### src/rtl/sar_seq_pkg.sv
package sar_seq_pkg;

   localparam int DEF_NUM_CH = 4;
   localparam int DEF_DATA_W = 12;
   localparam int PAD_W      = 2;
   localparam int PWR_W      = 2;
   // write flag, sequencer flag, range flag, coding flag
   localparam int FLAG_BITS  = 4;

   typedef enum logic [PWR_W-1:0] {
      PWR_RUN   = 2'b00,
      PWR_AUTO  = 2'b01,
      PWR_LIGHT = 2'b10,
      PWR_OFF   = 2'b11
   } pwr_e;

endpackage

### src/rtl/sar_seq_sync.sv
module sar_seq_sync #(
   parameter int          STAGES  = 2,
   parameter int          W       = 3,
   parameter logic [W-1:0] RST_VAL = '0
) (
   input  logic         clk,
   input  logic         rst_n,
   input  logic [W-1:0] d,
   output logic [W-1:0] q
);

   if (STAGES > 4) begin : g_bad_stages
      $error("sar_seq_sync: STAGES above 4 is not supported");
   end

   if (STAGES == 0) begin : g_pass
      assign q = d;
   end else begin : g_chain
      logic [W-1:0] stage_q [STAGES];
      always_ff @(posedge clk or negedge rst_n) begin
         if (!rst_n) begin
            for (int s = 0; s < STAGES; s++) stage_q[s] <= RST_VAL;
         end else begin
            stage_q[0] <= d;
            for (int s = 1; s < STAGES; s++) stage_q[s] <= stage_q[s-1];
         end
      end
      assign q = stage_q[STAGES-1];
   end

endmodule

### src/rtl/sar_seq_frame.sv
module sar_seq_frame #(
   parameter int FRAME_W = 16,
   parameter int CTRL_W  = 12
) (
   input  logic               clk,
   input  logic               rst_n,
   input  logic               cs_n_s,
   input  logic               sclk_s,
   input  logic               sdi_s,
   input  logic [FRAME_W-1:0] tx_word,
   output logic               sdo,
   output logic               frame_done,
   output logic [CTRL_W-1:0]  ctrl_word
);

   localparam int CNT_W = $clog2(FRAME_W + 1);

   if (CTRL_W > FRAME_W) begin : g_bad_ctrl
      $error("sar_seq_frame: control field wider than the frame");
   end

   logic               cs_q, sclk_q;
   logic               cs_fall, cs_rise, sclk_rise, sclk_fall;
   logic               active_q;
   logic [CNT_W-1:0]   bit_cnt;
   logic [FRAME_W-1:0] tx_sh;
   logic [CTRL_W-1:0]  rx_sh;
   logic               sdo_q, done_q;

   assign cs_fall   =  cs_q & ~cs_n_s;
   assign cs_rise   = ~cs_q &  cs_n_s;
   assign sclk_rise = ~sclk_q &  sclk_s;
   assign sclk_fall =  sclk_q & ~sclk_s;

   always_ff @(posedge clk or negedge rst_n) begin
      if (!rst_n) begin
         cs_q     <= 1'b1;
         sclk_q   <= 1'b0;
         active_q <= 1'b0;
         bit_cnt  <= '0;
         tx_sh    <= '0;
         rx_sh    <= '0;
         sdo_q    <= 1'b0;
         done_q   <= 1'b0;
      end else begin
         cs_q   <= cs_n_s;
         sclk_q <= sclk_s;
         done_q <= 1'b0;
         if (cs_fall) begin
            // conversion instant: result word is taken here
            active_q <= 1'b1;
            bit_cnt  <= '0;
            rx_sh    <= '0;
            sdo_q    <= tx_word[FRAME_W-1];
            tx_sh    <= tx_word << 1;
         end else if (cs_rise) begin
            active_q <= 1'b0;
            sdo_q    <= 1'b0;
         end else if (active_q) begin
            if (sclk_rise && (bit_cnt < CNT_W'(FRAME_W))) begin
               if (bit_cnt < CNT_W'(CTRL_W)) rx_sh <= {rx_sh[CTRL_W-2:0], sdi_s};
               bit_cnt <= bit_cnt + 1'b1;
               done_q  <= (bit_cnt == CNT_W'(FRAME_W - 1));
            end
            if (sclk_fall && (bit_cnt != '0) && (bit_cnt < CNT_W'(FRAME_W))) begin
               sdo_q <= tx_sh[FRAME_W-1];
               tx_sh <= tx_sh << 1;
            end
         end
      end
   end

   assign sdo        = sdo_q;
   assign frame_done = done_q;
   assign ctrl_word  = rx_sh;

endmodule

### src/rtl/sar_seq_cfg.sv
module sar_seq_cfg
   import sar_seq_pkg::*;
#(
   parameter int NUM_CH = 4,
   parameter int ADDR_W = 2,
   parameter int CTRL_W = 12
) (
   input  logic              clk,
   input  logic              rst_n,
   input  logic              frame_done,
   input  logic [CTRL_W-1:0] ctrl_word,
   output logic [ADDR_W-1:0] cur_ch,
   output logic              twos,
   output logic              pwr_off,
   output logic              range_x2
);

   // field positions inside the captured control bits
   localparam int F_WR      = CTRL_W - 1;
   localparam int F_SEQ     = CTRL_W - 2;
   localparam int F_MASK_LO = F_SEQ - NUM_CH;
   localparam int F_ADDR_LO = F_MASK_LO - ADDR_W;
   localparam int F_PWR_LO  = F_ADDR_LO - PWR_W;
   localparam int F_RANGE   = F_PWR_LO - 1;
   localparam int F_TWOS    = F_RANGE - 1;

   if (F_TWOS != 0) begin : g_bad_layout
      $error("sar_seq_cfg: control field layout does not fill CTRL_W");
   end

   logic              seq_en_q;
   logic [NUM_CH-1:0] mask_q;
   logic [ADDR_W-1:0] addr_q;
   pwr_e              pwr_q;
   logic              range_q, twos_q;
   logic [ADDR_W-1:0] pos_q;
   logic              seq_act;
   logic [NUM_CH-1:0] new_mask;

   function automatic logic [ADDR_W-1:0] lowest_sel(input logic [NUM_CH-1:0] m);
      logic [ADDR_W-1:0] r;
      r = '0;
      for (int k = NUM_CH - 1; k >= 0; k--) if (m[k]) r = ADDR_W'(k);
      return r;
   endfunction

   function automatic logic [ADDR_W-1:0] next_sel(input logic [ADDR_W-1:0] p,
                                                  input logic [NUM_CH-1:0] m);
      logic [ADDR_W-1:0] r;
      logic              hit;
      r   = p;
      hit = 1'b0;
      for (int k = 1; k <= NUM_CH; k++) begin
         int idx;
         idx = (int'(p) + k) % NUM_CH;
         if (!hit && m[idx]) begin
            r   = ADDR_W'(idx);
            hit = 1'b1;
         end
      end
      return r;
   endfunction

   assign new_mask = ctrl_word[F_MASK_LO +: NUM_CH];
   assign seq_act  = seq_en_q && (|mask_q);

   always_ff @(posedge clk or negedge rst_n) begin
      if (!rst_n) begin
         seq_en_q <= 1'b0;
         mask_q   <= '0;
         addr_q   <= '0;
         pwr_q    <= PWR_RUN;
         range_q  <= 1'b0;
         twos_q   <= 1'b0;
         pos_q    <= '0;
      end else if (frame_done) begin
         if (ctrl_word[F_WR]) begin
            seq_en_q <= ctrl_word[F_SEQ];
            mask_q   <= new_mask;
            addr_q   <= ctrl_word[F_ADDR_LO +: ADDR_W];
            pwr_q    <= pwr_e'(ctrl_word[F_PWR_LO +: PWR_W]);
            range_q  <= ctrl_word[F_RANGE];
            twos_q   <= ctrl_word[F_TWOS];
            pos_q    <= lowest_sel(new_mask);
         end else if (seq_act && (pwr_q != PWR_OFF)) begin
            pos_q <= next_sel(pos_q, mask_q);
         end
      end
   end

   assign cur_ch   = seq_act ? pos_q : addr_q;
   assign twos     = twos_q;
   assign pwr_off  = (pwr_q == PWR_OFF);
   assign range_x2 = range_q;

endmodule

### src/rtl/sar_seq_ctl.sv
module sar_seq_ctl
   import sar_seq_pkg::*;
#(
   parameter int NUM_CH      = DEF_NUM_CH,
   parameter int DATA_W      = DEF_DATA_W,
   parameter int SYNC_STAGES = 2
) (
   input  logic                     clk,
   input  logic                     rst_n,
   input  logic                     cs_n,
   input  logic                     sclk,
   input  logic                     sdi,
   input  logic [NUM_CH*DATA_W-1:0] samples,
   output logic                     sdo,
   output logic                     range_x2
);

   localparam int ADDR_W  = (NUM_CH > 1) ? $clog2(NUM_CH) : 1;
   localparam int SLOTS   = 1 << ADDR_W;
   localparam int FRAME_W = ADDR_W + PAD_W + DATA_W;
   localparam int CTRL_W  = FLAG_BITS + NUM_CH + ADDR_W + PWR_W;

   if (NUM_CH < 2) begin : g_bad_ch
      $error("sar_seq_ctl: NUM_CH must be at least 2");
   end
   if (DATA_W < 2) begin : g_bad_data
      $error("sar_seq_ctl: DATA_W must be at least 2");
   end
   if (CTRL_W > FRAME_W) begin : g_bad_frame
      $error("sar_seq_ctl: control word does not fit in one frame");
   end

   logic                cs_n_s, sclk_s, sdi_s;
   logic                frame_done;
   logic [CTRL_W-1:0]   ctrl_word;
   logic [ADDR_W-1:0]   cur_ch;
   logic                twos, pwr_off;
   logic [DATA_W-1:0]   slot [SLOTS];
   logic [DATA_W-1:0]   raw, coded;
   logic [FRAME_W-1:0]  tx_word;

   sar_seq_sync #(
      .STAGES  (SYNC_STAGES),
      .W       (3),
      .RST_VAL (3'b100)
   ) sync_i (
      .clk   (clk),
      .rst_n (rst_n),
      .d     ({cs_n, sclk, sdi}),
      .q     ({cs_n_s, sclk_s, sdi_s})
   );

   for (genvar g = 0; g < SLOTS; g++) begin : g_slot
      if (g < NUM_CH) begin : g_real
         assign slot[g] = samples[g*DATA_W +: DATA_W];
      end else begin : g_empty
         assign slot[g] = '0;
      end
   end

   assign raw     = slot[cur_ch];
   assign coded   = twos ? {~raw[DATA_W-1], raw[DATA_W-2:0]} : raw;
   assign tx_word = pwr_off ? '0 : {cur_ch, {PAD_W{1'b0}}, coded};

   sar_seq_frame #(
      .FRAME_W (FRAME_W),
      .CTRL_W  (CTRL_W)
   ) frame_i (
      .clk        (clk),
      .rst_n      (rst_n),
      .cs_n_s     (cs_n_s),
      .sclk_s     (sclk_s),
      .sdi_s      (sdi_s),
      .tx_word    (tx_word),
      .sdo        (sdo),
      .frame_done (frame_done),
      .ctrl_word  (ctrl_word)
   );

   sar_seq_cfg #(
      .NUM_CH (NUM_CH),
      .ADDR_W (ADDR_W),
      .CTRL_W (CTRL_W)
   ) cfg_i (
      .clk        (clk),
      .rst_n      (rst_n),
      .frame_done (frame_done),
      .ctrl_word  (ctrl_word),
      .cur_ch     (cur_ch),
      .twos       (twos),
      .pwr_off    (pwr_off),
      .range_x2   (range_x2)
   );

endmodule

### config.mk
export PLATFORM = sky130hd
export DESIGN_NAME = sar_seq_ctl
export DESIGN_NICKNAME = d
export VERILOG_FILES = /design/src/rtl/sar_seq_pkg.sv /design/src/rtl/sar_seq_sync.sv /design/src/rtl/sar_seq_frame.sv /design/src/rtl/sar_seq_cfg.sv /design/src/rtl/sar_seq_ctl.sv
export SDC_FILE = /design/constraint.sdc
export NUM_CORES = 1
export LEC_CHECK = 0
export BUFFER_PORTS_ARGS = -buffer_cell sky130_fd_sc_hd__buf_4
export CORE_AREA = 2 2 78 80
export CTS_BUF_LIST = sky130_fd_sc_hd__clkbuf_8
export DETAILED_ROUTE_END_ITERATION = 6
export DIE_AREA = 0 0 80 82
export PLACE_DENSITY = 0.83
export REMOVE_ABC_BUFFERS = 1
export SYNTH_ARGS = -nofsm -noshare
export SYNTH_HDL_FRONTEND = slang
export SYNTH_HIERARCHICAL = 1
export SYNTH_SLANG_ARGS = --single-unit
### constraint.sdc
create_clock -name clk -period 5.4 [get_ports clk]
set_clock_uncertainty 0.15 [all_clocks]
set_input_delay 1.08 -clock clk [delete_from_list [all_inputs] [get_ports clk]]
set_output_delay 1.08 -clock clk [all_outputs]
set_load 0.005 [all_outputs]
==> results.sh <==
export IMPL_outcome="complete, no violations"
export IMPL_relSlewSlack_pct=9.06
export IMPL_drv_max_cap_violation_count=0
export IMPL_cts_root_buf="clkbuf_8"
export IMPL_start_kind="flip-flop"
export IMPL_count_of_final_hold_check_violations=0
export IMPL_fp_row_count=28
export IMPL_postCtsResizedCells=0
export IMPL_yosys_register_bits=56
export IMPL_hold_path_startpoint="sync_i/g_chain.stage_q[3]"
export IMPL_leakage_nw=1.65
export IMPL_path_clk_slew_ps=100
export IMPL_synthDistinctLibCells=54
export IMPL_drtPass1Iterations=4
export IMPL_routed_via_density=5.95
export IMPL_drc_errors=0
export IMPL_yosysTopAreaCellShare_pct=39.3
export IMPL_tns_ps=0
export IMPL_vdd_ir_drop_worst_mv=0.197
export IMPL_place_congestion=0.812
export IMPL_design_portCount=55
export IMPL_worstMarginPinSlew_ps=1360
export IMPL_post_synth_inst_count=324
export IMPL_synth_largest_area_cell="dfrtp_1"
export IMPL_number_of_antenna_violations_at_the_first_check_in_global_routing=0
export IMPL_worst_ep_required_time_ps=5450
export IMPL_power_density_nw_per_um2=242
export IMPL_critical_path_class="reg -> reg"
export IMPL_tritoncts="built"
export IMPL_drive_gt1_share_pct=28.5
export IMPL_ff_latch_area_um2=1410
export IMPL_synth_async_sr_flop_share_pct=100
export IMPL_grt_pass1_wl_um=11700
export IMPL_post_synth_cell_area_avg_um2=10.4
export IMPL_yosysSeqAreaShare_pct=41.7
export IMPL_crit_reg2reg_launch="cfg_i/mask_q[0]"
export IMPL_reg2reg_slack_ps=2420
export IMPL_nNetsFinal=419
export IMPL_filler_cell_count=454
export IMPL_syn_area_um2=3370
export IMPL_unrepaired_setup_endpoints_after_global_routing="no"
export IMPL_drt_initial_drc_count=227
export IMPL_crit_reg2reg_capture="frame_i/tx_sh[4]"
export IMPL_minimum_setup_slack_after_placement_ps=2460
export IMPL_cp_data_arrival_time_ps=3030
export IMPL_worst_r2r_path_depth=7
export IMPL_htree_num_levels=2
export IMPL_cts_setup_buffers=0
export IMPL_post_route_min_period_ps=2980
export IMPL_io_buffers=54
export IMPL_routed_via_count=2598
export IMPL_die_footprint_um2=6560
export IMPL_insertedDiodeCount=0
export IMPL_highest_clock_rate_ghz=0.335
export IMPL_synth_enable_flop_cells=0
export IMPL_route_detailed_wl_per_inst_um=16.9
export IMPL_initial_core_util_pct=58.7
export IMPL_grt_max_degree=57
export IMPL_cts_buffers=5
export IMPL_cts_sinks=56
export IMPL_timing_max_transition_violations_final=0
export IMPL_critical_path_endpoint_type="flip-flop"
export IMPL_worstHoldPathCells=0
export IMPL_synth_top_cells_by_area="dfrtp_1 (39%), mux4_2 (6.7%), mux2_2 (4.3%)"
export IMPL_layout_cells_most_common_list="buf_4 (56), dfrtp_1 (53), inv_1 (26), nor2_1 (22), nand2_1 (21)"
export IMPL_worst_skew_pair_late_latency_ps=320
export IMPL_synthesis_yosys_warnings=6
export IMPL_areaGrowthSynthToFinish_pct=14.2
export IMPL_most_common_library_cell_in_the_layout_ignoring_fill_and_taps="buf_4"
export IMPL_hold_buffers=0
export IMPL_setup_viol=0
export IMPL_design_power_total_w=0.000932
export IMPL_min_period_over_period_pct=55.2
export IMPL_grt_pass1_vias=2411
export IMPL_dp_hpwl_um=5060
export IMPL_setup_slack_ps=2420
export IMPL_worstHoldEndpoint="sync_i/q[0]"
export IMPL_placeableCoreArea_um2=5750
export IMPL_drt_total_wl_um=7380
export IMPL_fp_dieW_um=80
export IMPL_clockBufferDepth=2
export IMPL_globalRoute_totalOverflow=0
export IMPL_antenna_violating_nets_left=0
export IMPL_groute_usage_overall_pct=23.0
export IMPL_area_of_the_multi_input_gates_um2=1720
export IMPL_crit_path_max_fanout=14
export IMPL_die_h_um=82
export IMPL_worstHoldPathType="reg -> reg"
export IMPL_synth_ff_type="dfrtp_1"
[through the flow]
step	cell area, um2	util (%)	hold slack, ps	std cells
after floorplan	3230	-	181	298
after detailed placement	3740	65.1	186	429
final	3850	67.0	207	437
after global placement	3740	65.1	186	429
after global routing	3850	67.0	214	437
after CTS	3850	67.0	210	437
[flip-flops by register name (all words and copies together), names as in the netlist]
register,count
frame_i/tx_sh,15
frame_i/ctrl_word,12
frame_i/bit_cnt,5
cfg_i/mask_q,4
sync_i/g_chain.stage_q,3
sync_i/q,3
cfg_i/addr_q,2
cfg_i/pos_q,2
cfg_i/pwr_q,2
cfg_i/range_x2,1
cfg_i/seq_en_q,1
cfg_i/twos,1
frame_i/active_q,1
frame_i/cs_q,1
frame_i/frame_done,1
frame_i/sclk_q,1
frame_i/sdo,1
[logic make-up after synthesis]
| family | synth area share (%) |
|---|---|
| other | 0.111 |
| AO/OA/AOI/OAI | 17.9 |
| XOR/XNOR | 0.520 |
| multiplexers | 12.7 |
| flip-flops | 41.7 |
| AND/OR/NAND/NOR | 17.9 |
| buffers and inverters | 7.35 |
| adder cells (fa/ha/maj) | 1.86 |
[critical path, cell delays in order, from the launching register on]
cell and delay (ps):
dfrtp_1 480, o41ai_2 530, nand2_1 100, o21ai_1 720, mux4_2 410, nor2b_1 140
nor2_1 60, a221oi_1 270
[power by group]
group	internal (W)	total, W	leakage (nW)	switching (W)
logic	0.0000890	0.000165	0.865	0.0000763
clock network	0.000137	0.000273	0.0541	0.000135
registers	0.000466	0.000494	0.730	0.0000285
[layout make-up]
type	count	area share, %
clock inverter	3	1.10
sequential	56	36.5
multi-input combinational	216	44.7
tap	75	2.44
inverter	26	2.53
clock buffer	5	1.79
timing repair buffer	56	10.9
[synthesized netlist by cell type, types with 8 or more instances]
cell,instances
o21bai_1,8
nor2b_1,15
nand2_1,21
o211ai_1,12
mux4_2,10
nor2_1,22
nand2b_1,14
a221oi_2,9
mux2_2,13
clkbuf_1,11
buf_2,9
inv_1,26
dfrtp_1,53
nor3_1,18
[how the worst max path moves through the flow]
stage	startpoint	endpoint	slack (ps)	depth (start not counted)
final	cfg_i/mask_q[0]	frame_i/tx_sh[4]	2420	7
after global routing	cfg_i/mask_q[0]	frame_i/tx_sh[2]	2200	7
after CTS	cfg_i/mask_q[1]	frame_i/tx_sh[4]	2430	7
after detailed placement	cfg_i/mask_q[1]	frame_i/tx_sh[3]	2460	7
after global placement	cfg_i/mask_q[1]	frame_i/tx_sh[2]	2660	7
after floorplan	cfg_i/mask_q[3]	frame_i/tx_sh[12]	2690	7
[metal layers]
metal	global-route usage (%)	share of wire, %	up-vias
li1	-	-	1243
met1	31.2	42	1291
met2	38.2	54	56
met3	4.18	3.2	8
met4	6.44	1.0	0
met5	0	0	-
Note: power is estimated with default switching activity, not from simulation.
